<file path="src/rtl/fnr_pkg.sv">
package fnr_pkg;
  localparam int MAX_PINS = 32;
  localparam int CODE_W   = 2;
  localparam int MAP_W    = MAX_PINS * CODE_W;

  typedef logic [CODE_W-1:0] code_t;
  typedef logic [MAP_W-1:0]  slot_map_t;

  // Default slot layout: pin i holds this function in slot (i mod 4).
  function automatic slot_map_t stripe_slots();
    slot_map_t r;
    r = '0;
    for (int i = 0; i < MAX_PINS; i++) begin
      r[i*CODE_W +: CODE_W] = code_t'(i % (1 << CODE_W));
    end
    return r;
  endfunction

  // Slot number held for one pin inside a packed slot map.
  function automatic code_t slot_of(input slot_map_t map, input int idx);
    return map[idx*CODE_W +: CODE_W];
  endfunction
endpackage

</file>
<file path="src/rtl/fnr_sel_decode.sv">
module fnr_sel_decode #(
  parameter int                  N_PINS   = 8,
  parameter fnr_pkg::slot_map_t  SLOT_MAP = fnr_pkg::stripe_slots()
) (
  input  logic [N_PINS*fnr_pkg::CODE_W-1:0] pin_code,
  output logic [N_PINS-1:0]                 sel
);
  localparam int CW = fnr_pkg::CODE_W;

  // One equality comparator per pin against its fixed slot number.
  for (genvar g = 0; g < N_PINS; g++) begin : g_pin
    localparam fnr_pkg::code_t SLOT = fnr_pkg::slot_of(SLOT_MAP, g);
    assign sel[g] = (pin_code[g*CW +: CW] == SLOT);
  end
endmodule

</file>
<file path="src/rtl/fnr_prio_pick.sv">
module fnr_prio_pick #(
  parameter int N_PINS   = 8,
  parameter bit IDLE_LVL = 1'b1
) (
  input  logic [N_PINS-1:0] sel,
  input  logic [N_PINS-1:0] lvl,
  output logic [N_PINS-1:0] win,
  output logic              any_sel,
  output logic              data
);
  if (N_PINS == 1) begin : g_single
    // Only one path: the router is a single gate.
    assign win     = sel;
    assign any_sel = sel[0];
    if (IDLE_LVL) begin : g_idle_hi
      assign data = ~sel[0] | lvl[0];
    end else begin : g_idle_lo
      assign data = sel[0] & lvl[0];
    end
  end else begin : g_multi
    // Isolate the lowest raised selector, then gate levels by it.
    assign win     = sel & (~sel + 1'b1);
    assign any_sel = |sel;
    assign data    = any_sel ? |(win & lvl) : IDLE_LVL;
  end
endmodule

</file>
<file path="src/rtl/fn_in_router.sv">
module fn_in_router #(
  parameter int                 N_PINS   = 8,
  parameter fnr_pkg::slot_map_t SLOT_MAP = fnr_pkg::stripe_slots(),
  parameter bit                 IDLE_LVL = 1'b1,
  parameter bit                 REG_OUT  = 1'b0
) (
  input  logic                              clk,
  input  logic                              rst_n,
  input  logic [N_PINS*fnr_pkg::CODE_W-1:0] pin_code,
  input  logic [N_PINS-1:0]                 pin_lvl,
  output logic                              fn_in
);
  logic [N_PINS-1:0] sel;
  logic [N_PINS-1:0] win;
  logic              any_sel;
  logic              comb_lvl;
  logic              armed_q;

  fnr_sel_decode #(
    .N_PINS  (N_PINS),
    .SLOT_MAP(SLOT_MAP)
  ) u_decode (
    .pin_code(pin_code),
    .sel     (sel)
  );

  fnr_prio_pick #(
    .N_PINS  (N_PINS),
    .IDLE_LVL(IDLE_LVL)
  ) u_pick (
    .sel    (sel),
    .lvl    (pin_lvl),
    .win    (win),
    .any_sel(any_sel),
    .data   (comb_lvl)
  );

  // Marks cycles whose previous edge was already out of reset.
  always_ff @(posedge clk or negedge rst_n) begin
    if (!rst_n) armed_q <= 1'b0;
    else        armed_q <= 1'b1;
  end

  if (REG_OUT) begin : g_reg
    logic fn_q;
    always_ff @(posedge clk or negedge rst_n) begin
      if (!rst_n) fn_q <= IDLE_LVL;
      else        fn_q <= comb_lvl;
    end
    assign fn_in = fn_q;

    AST_REG_DELAY: assert property (@(posedge clk) disable iff (!rst_n)
      armed_q |-> fn_in == $past(comb_lvl));
  end else begin : g_comb
    assign fn_in = comb_lvl;
  end

  AST_WIN_ONEHOT: assert property (@(posedge clk) disable iff (!rst_n)
    $onehot0(win));
  AST_WIN_IN_SEL: assert property (@(posedge clk) disable iff (!rst_n)
    (win & ~sel) == '0);
  AST_LOW_WINS: assert property (@(posedge clk) disable iff (!rst_n)
    any_sel |-> (((win - 1'b1) & sel) == '0 && win != '0));
  AST_IDLE_LEVEL: assert property (@(posedge clk) disable iff (!rst_n)
    !any_sel |-> comb_lvl == IDLE_LVL);
endmodule

</file>
<file path="config.mk">
export PLATFORM = sky130hd
export DESIGN_NAME = fn_in_router
export DESIGN_NICKNAME = d
export VERILOG_FILES = /design/src/rtl/fnr_pkg.sv /design/src/rtl/fnr_sel_decode.sv /design/src/rtl/fnr_prio_pick.sv /design/src/rtl/fn_in_router.sv
export SDC_FILE = /design/constraint.sdc
export NUM_CORES = 1
export LEC_CHECK = 0
export CAP_MARGIN = 10
export CORE_AREA = 2 2 39 41
export DETAILED_ROUTE_END_ITERATION = 6
export DIE_AREA = 0 0 41 43
export DONT_BUFFER_PORTS = 1
export PLACE_DENSITY_LB_ADDON = 0.3
export SETUP_SLACK_MARGIN = 0.2
export SLEW_MARGIN = 20
export SYNTH_ARGS = -nofsm -noshare
export SYNTH_HDL_FRONTEND = slang
export SYNTH_SLANG_ARGS = --single-unit
</file>
<file path="constraint.sdc">
create_clock -name vclk -period 1.3
set_input_delay 0.195 -clock vclk [all_inputs]
set_output_delay 0.195 -clock vclk [all_outputs]
set_load 0.02 [all_outputs]
</file>
# Word level (Yosys, flattened, before mapping)
# Index checks and enable logic that the tools add are counted.
[totals]
latch_bits = 0
input_bits = 26
romBits = 0
ram_bits = 0
n_memories = 0
elab_cells = 15
regBits = 0
[op_classes]
bitwise = 3
add_sub_neg = 1
order_cmp = 0
div = 0
reduce_logical = 4
shifts = 0
eq_ne = 6
mux = 1
multipliers = 0
[ops]
columns = ["cell", "count"]
rows = [
  ["bitwise AND 8 bit", 2],
  ["OR reduction 8 bit", 2],
  ["adder 8 x 1 -> 8 bit, second input constant", 1],
  ["== test 2 bit, second input constant", 4],
  ["NOT 8 bit", 1],
  ["== test 2 x 1 -> 1 bit, second input constant", 2],
  ["zero test 2 bit", 2],
  ["2-to-1 mux 1 bit", 1],
]

# Longest topological paths before layout
# Gate-level depths: netlist of the first run.
[depth]
ltp_word = 7
ltp_mapped = 4
mapped_depth_nobuf = 4

# By module
# A second synthesis of the first run with hierarchy kept.
[hier_totals]
hier_cells = 36
hier_area_um2 = 246.5
[by_module_without_submodules]
columns = ["module", "n_inst", "area_per_inst_um2", "seq_area_each_um2", "cells_each"]
rows = [
  ["fnr_prio_pick", 1, 171.4, 0.0, 28],
  ["fnr_sel_decode", 1, 75.1, 0.0, 8],
]

# Least setup slack after synthesis of the first run
# OpenSTA, ideal clock, no wires.
[synth_timing]
path_kind = "input port to output port"
start = "in pin_code[10] (netlist name)"
end = "out fn_in"
slack_ps = -227
path_stages = 4
t_required_ps = 1105
t_arrival_ps = 1332
path_cell_list = "nor2b_4 nor2b_2 or4_4 a221oi_2"
[synth_via]
elab_chain_cells = 7
elab_cells_between_ends = 8
classes_between = "1 x add/sub; 1 x eq/ne; 1 x mux; 3 x bitwise; 2 x reduce/logical"
[synth_lines]
columns = ["element", "line", "text"]
rows = [
  ["start: declaration", "fn_in_router.sv:9", "input logic [N_PINS*fnr_pkg::CODE_W-1:0] pin_code,"],
  ["== test 2 x 1 -> 1 bit *", "fnr_sel_decode.sv:13", "assign sel[g] = (pin_code[g*CW +: CW] == SLOT);"],
  ["NOT 8 bit", "fnr_prio_pick.sv:22", "assign win = sel & (~sel + 1'b1);"],
  ["adder 8 x 1 -> 8 bit", "fnr_prio_pick.sv:22", ""],
  ["bitwise AND 8 bit", "fnr_prio_pick.sv:22", ""],
  ["bitwise AND 8 bit", "fnr_prio_pick.sv:24", "assign data = any_sel ? |(win & lvl) : IDLE_LVL;"],
  ["OR reduction 8 bit", "fnr_prio_pick.sv:24", ""],
  ["2-to-1 mux 1 bit *", "fnr_prio_pick.sv:24", ""],
  ["end: declaration", "fn_in_router.sv:11", "output logic fn_in"],
]
# Every way passes the cells marked *; elsewhere a longest branch is shown, timed or not.

# Final worst setup path of the first run
# Same ends and word-level chain as after synthesis.

==> results of run 1 <==
power by group through the flow:
stage / Combinational (mW) / Clock, mW / Sequential, mW
2_1_floorplan: 0.0508 / 0 / 0
3_3_place_gp: 0.0582 / 0 / 0
3_5_place_dp: 0.0591 / 0 / 0
4_1_cts: 0.0591 / 0 / 0
5_1_grt: 0.0629 / 0 / 0
6_report: 0.0576 / 0 / 0
cell usage in the layout, fill, tap and decap left out:
cell      count
nand3b_1      2
nor2b_2       2
nor2_1        2
or2_2         1
nand2b_1      1
o22ai_1       1
nor2b_4       1
nand2_1       1
nor4_1        1
nand2_2       1
o21ai_2       1
nor3b_1       1
or4_4         1
nand3_1       1
nand4_1       1
a31oi_1       1
a221oi_4      1
buf_4         1
how the worst min path moves through the flow:
stage / start / endpoint / slack [ns] / depth (start not counted)
final: pin_lvl[0] / fn_in / 0.64 / 2
after global routing: pin_lvl[0] / fn_in / 0.68 / 2
after floorplan: pin_code[0] / fn_in / 0.60 / 2
after CTS: pin_lvl[0] / fn_in / 0.65 / 2
after detailed placement: pin_lvl[0] / fn_in / 0.65 / 2
after global placement: pin_lvl[0] / fn_in / 0.64 / 2
critical path, delay by kind of cell:
family             cells  cell delay (ns)
and+or+nand+nor        3             0.74
AOI/OAI and AO/OA      1             0.36
cells by family (layout without fill, tap and decap cells):
kind of cell	after synthesis	after routing	share of synthesized area [%]
and+or+nand+nor	16	16	75.6
buffers and inverters	0	1	0
AOI/OAI and AO/OA	4	4	24.4
layout make-up:
type / instances / share of cell area (%)
well taps: 16 / 10.7
repair buffers: 1 / 4.00
multi-input cells: 20 / 85.3
routing by layer:
metal | part of all wire (%) | wire length, um
met4 | 0 | 0
met3 | 17 | 77
met2 | 56 | 255
met1 | 26 | 119
met5 | 0 | 0
through the flow:
stage | TNS [ns] | cell area [um^2] | hold slack [ns]
floorplan | -0.154 | 160 | 0.597
global placement | -0.192 | 188 | 0.644
detailed placement | -0.194 | 188 | 0.647
CTS | -0.194 | 188 | 0.647
global route | -0.223 | 188 | 0.681
finish | -0.186 | 188 | 0.640
timing repair:
item,4_1_cts,5_1_grt
endpoints found under the setup margin,1,1
pin swaps,0,0
hold buffers,0,0
==> flow_metrics.env, run 1 <==
export IMPL_gr_total_overflow=0
export IMPL_synthTopCellsByArea="nor2b_2 (12%), a221oi_2 (10%), nand3b_1 (10%), nor2b_4 (9.2%), or4_4 (7.6%)"
export IMPL_p_leak_nw=0.0560
export IMPL_critPathSlowestCell="or4_4"
export IMPL_max_clock_freq_ghz=0.673
export IMPL_core_area_um2=1380
export IMPL_met1_usage_pct=5.38
export IMPL_grt_pass1_wl_um=717
export IMPL_drt_initial_drc_count=0
export IMPL_area_growth_synth_to_final_pct=26.1
export IMPL_drt_pass1_iter_count=1
export IMPL_drv_cap=0
export IMPL_avgSynthCellArea_um2=7.44
export IMPL_drc_errors=0
export IMPL_synth_fp_nets=46
export IMPL_relSlewSlack_pct=80.0
export IMPL_hold_viol=0
export IMPL_outcome="finished, violations left"
export IMPL_power_frac_comb_pct=100.0
export IMPL_dp_slack_ns=-0.194
export IMPL_grt_util_all_layers_pct=5.49
export IMPL_tightest_slew_ns=0.298
export IMPL_grt_max_degree=4
export IMPL_stdcell_count=37
export IMPL_utilization_pct=13.6
export IMPL_via_per_inst=4.51
export IMPL_core_rowCount=14
export IMPL_globalRouteMet3Util_pct=2.09
export IMPL_die_h_um=43
export IMPL_yosysTopAreaCellShare_pct=11.8
export IMPL_die_area_um2=1760
export IMPL_synth_common_cells="nand3b_1 (2), nor2_1 (2), nor2b_2 (2)"
export IMPL_max_stage_delay_ns=0.49
export IMPL_regArea_um2=0
export IMPL_start_util_pct=10.8
export IMPL_total_power_uw=57.6
export IMPL_fin_ws_ns=-0.186
export IMPL_chipWidth_um=41
export IMPL_worstSetupPathType="input port to output pin"
export IMPL_crit_start="pin_code[10]"
export IMPL_cp_cell_sequence="nor2b_4 -> nor2b_2 -> or4_4 -> a221oi_4"
export IMPL_start_kind="input port"
export IMPL_drive_above_1_share_pct=42.9
export IMPL_syn_inst=20
export IMPL_rsz0062_at_grt="true"
export IMPL_layout_min_cycle_time_ns=1.49
export IMPL_use_met2_pct=10.6
export IMPL_antenna_found_initial=0
export IMPL_busiest_layer="met2"
export IMPL_nets=49
export IMPL_p_switching_uw=26.6
export IMPL_port_buffers=0
export IMPL_slew_violations=0
export IMPL_violations="negative setup slack"
export IMPL_crit_fanout=3
export IMPL_internal_power_uw=31.1
export IMPL_hold_class="input port to output pin"
export IMPL_wl_per_cell_um=12.2
export IMPL_synthesis_area_um2=149
export IMPL_post_cts_resized=0
export IMPL_seqPwrFrac_pct=0
export IMPL_ys_seq_area_share_pct=0
export IMPL_ios=27
export IMPL_routabilityCongestion=0.564
export IMPL_fillers=167
export IMPL_power_per_cell_area_nw_per_um2=307
export IMPL_synthDistinctLibCells=17
export IMPL_endpoint="fn_in"
export IMPL_dp_cells=37
export IMPL_sw_frac_of_total_pct=46.1
export IMPL_ys_warn_count=0
export IMPL_grt_pass1_vias=180
export IMPL_dp_hpwl_um=451
export IMPL_vias=167
export IMPL_setup_violations=1
export IMPL_min_period_over_period_pct=114
export IMPL_cp_arrival_ns=1.29
export IMPL_yosysTopAreaCell="nor2b_2"
export IMPL_end_kind="output pin"
export IMPL_drtAntennaViolNets=0
export IMPL_sequential_cell_total=0
export IMPL_peakVddDrop_mv=0.0950
export IMPL_clkbuf_count=0
export IMPL_p_clk_share_pct=0
export IMPL_multi_input_area_um2=160
export IMPL_post_cts_setup_buffers=0
export IMPL_finalWirelength_um=452
export IMPL_required_ns=1.11
export IMPL_n_antenna_cell=0
Note: power is estimated with default switching activity, not from simulation.
==> run 2, diff against run 1 <==
==> constraint.sdc (replaced) <==
create_clock -name vclk -period 1.3
set_input_delay 0.26 -clock vclk [all_inputs]
set_output_delay 0.26 -clock vclk [all_outputs]
set_load 0.02 [all_outputs]
==> flow_metrics.env, run 2 (synthesis gave the netlist of run 1 again) <==
export IMPL_core_area_um2=1380
export IMPL_fillers=162
export IMPL_sw_frac_of_total_pct=46.5
export IMPL_peakVddDrop_mv=0.0868
export IMPL_grt_pass1_wl_um=683
export IMPL_post_cts_setup_buffers=0
export IMPL_grt_pass1_vias=167
export IMPL_power_per_cell_area_nw_per_um2=309
export IMPL_min_period_over_period_pct=125
export IMPL_rsz0062_at_grt="true"
export IMPL_required_ns=1.04
export IMPL_chipWidth_um=41
export IMPL_gr_total_overflow=0
export IMPL_critPathSlowestCell="or4_4"
export IMPL_drtAntennaViolNets=0
export IMPL_vias=165
export IMPL_via_per_inst=4.46
export IMPL_die_area_um2=1760
export IMPL_core_rowCount=14
export IMPL_max_clock_freq_ghz=0.616
export IMPL_crit_start="pin_code[10]"
export IMPL_hold_ws_ns=0.776
export IMPL_finalWirelength_um=441
export IMPL_antenna_found_initial=0
export IMPL_cp_arrival_ns=1.36
export IMPL_dp_slack_ns=-0.333
export IMPL_layout_common_cells="nand3b_1 (2), nor2b_2 (2), nor2_1 (2)"
export IMPL_clkbuf_count=0
export IMPL_layout_min_cycle_time_ns=1.62
export IMPL_seqPwrFrac_pct=0
export IMPL_p_leak_nw=0.0560
export IMPL_drv_cap=0
export IMPL_setup_violations=1
export IMPL_fin_ws_ns=-0.324
export IMPL_total_power_uw=58.1
export IMPL_drt_pass1_iter_count=1
export IMPL_drc_errors=0
export IMPL_sequential_cell_total=0
export IMPL_ios=27
export IMPL_hold_class="input port to output pin"
export IMPL_relSlewSlack_pct=79.9
export IMPL_power_frac_comb_pct=100.0
export IMPL_stdcell_area_um2=188
export IMPL_area_growth_synth_to_final_pct=26.1
export IMPL_drt_initial_drc_count=0
export IMPL_hold_viol=0
export IMPL_routabilityCongestion=0.570
export IMPL_violations="negative setup slack"
export IMPL_worstSetupPathType="input port to output pin"
export IMPL_grt_util_all_layers_pct=5.19
export IMPL_start_kind="input port"
export IMPL_max_stage_delay_ns=0.49
export IMPL_p_clk_share_pct=0
export IMPL_crit_fanout=3
export IMPL_p_switching_uw=27.0
export IMPL_regArea_um2=0
export IMPL_grt_max_degree=4
export IMPL_drive_above_1_share_pct=42.9
export IMPL_slew_violations=0
export IMPL_nets=49
export IMPL_dpl_cell_area_um2=188
export IMPL_internal_power_uw=31.1
export IMPL_die_h_um=43
export IMPL_dp_hpwl_um=434
export IMPL_cp_cell_sequence="nor2b_4 -> nor2b_2 -> or4_4 -> a221oi_4"
export IMPL_start_util_pct=10.8
export IMPL_tightest_slew_ns=0.301
export IMPL_n_antenna_cell=0
export IMPL_endpoint="fn_in"
export IMPL_port_buffers=0
export IMPL_outcome="finished, violations left"
export IMPL_utilization_pct=13.6
export IMPL_end_kind="output pin"
export IMPL_wl_per_cell_um=11.9
run 2: cell counts in the layout (fill, tap and decap cells not counted):
Identical to the previous run, type by type.
run 2: layer usage:
layer / track usage [%] / up-vias / routed length (um)
met4: 0 / 0 / 0
met1: 5.38 / 71 / 120
li1: - / 81 / -
met2: 10.0 / 13 / 243
met3: 1.57 / 0 / 76
met5: 0 / - / 0
run 2: through the flow:
| step | instances | TNS (ns) |
|---|---|---|
| final | 37 | -0.324 |
| after global routing | 37 | -0.358 |
| after CTS | 37 | -0.333 |
| after detailed placement | 37 | -0.333 |
| after global placement | 37 | -0.323 |
| after floorplan | 20 | -0.284 |
run 2: worst max-delay path, delay by kind of cell:
kind               cells  cell delay, ns
AOI/OAI and AO/OA      1            0.37
and+or+nand+nor        3            0.74
run 2: cell type report:
type / count / area, um^2 / area share, %
Tap cell: 16 / 20.0 / 10.7
Multi-Input combinational cell: 20 / 160 / 85.3
Timing Repair Buffer: 1 / 7.51 / 4.00
run 2: timing repair:
| item | in CTS | in global routing |
|---|---|---|
| hold buffers | 0 | 0 |
| endpoints found under the setup margin | 1 | 1 |
| gates resized for setup | 0 | 0 |
run 2: worst min-delay path by stage:
stage | startpoint | end | depth (start not counted)
2_1_floorplan | pin_code[0] | fn_in | 2
3_3_place_gp | pin_lvl[0] | fn_in | 2
3_5_place_dp | pin_lvl[0] | fn_in | 2
4_1_cts | pin_lvl[0] | fn_in | 2
5_1_grt | pin_lvl[0] | fn_in | 2
6_report | pin_lvl[0] | fn_in | 2
run 2: power by group through the flow:
stage / registers, mW / clock network, mW / logic [mW]
global placement: 0 / 0 / 0.0582
floorplan: 0 / 0 / 0.0508
CTS: 0 / 0 / 0.0593
detailed placement: 0 / 0 / 0.0592
global route: 0 / 0 / 0.0626
finish: 0 / 0 / 0.0581
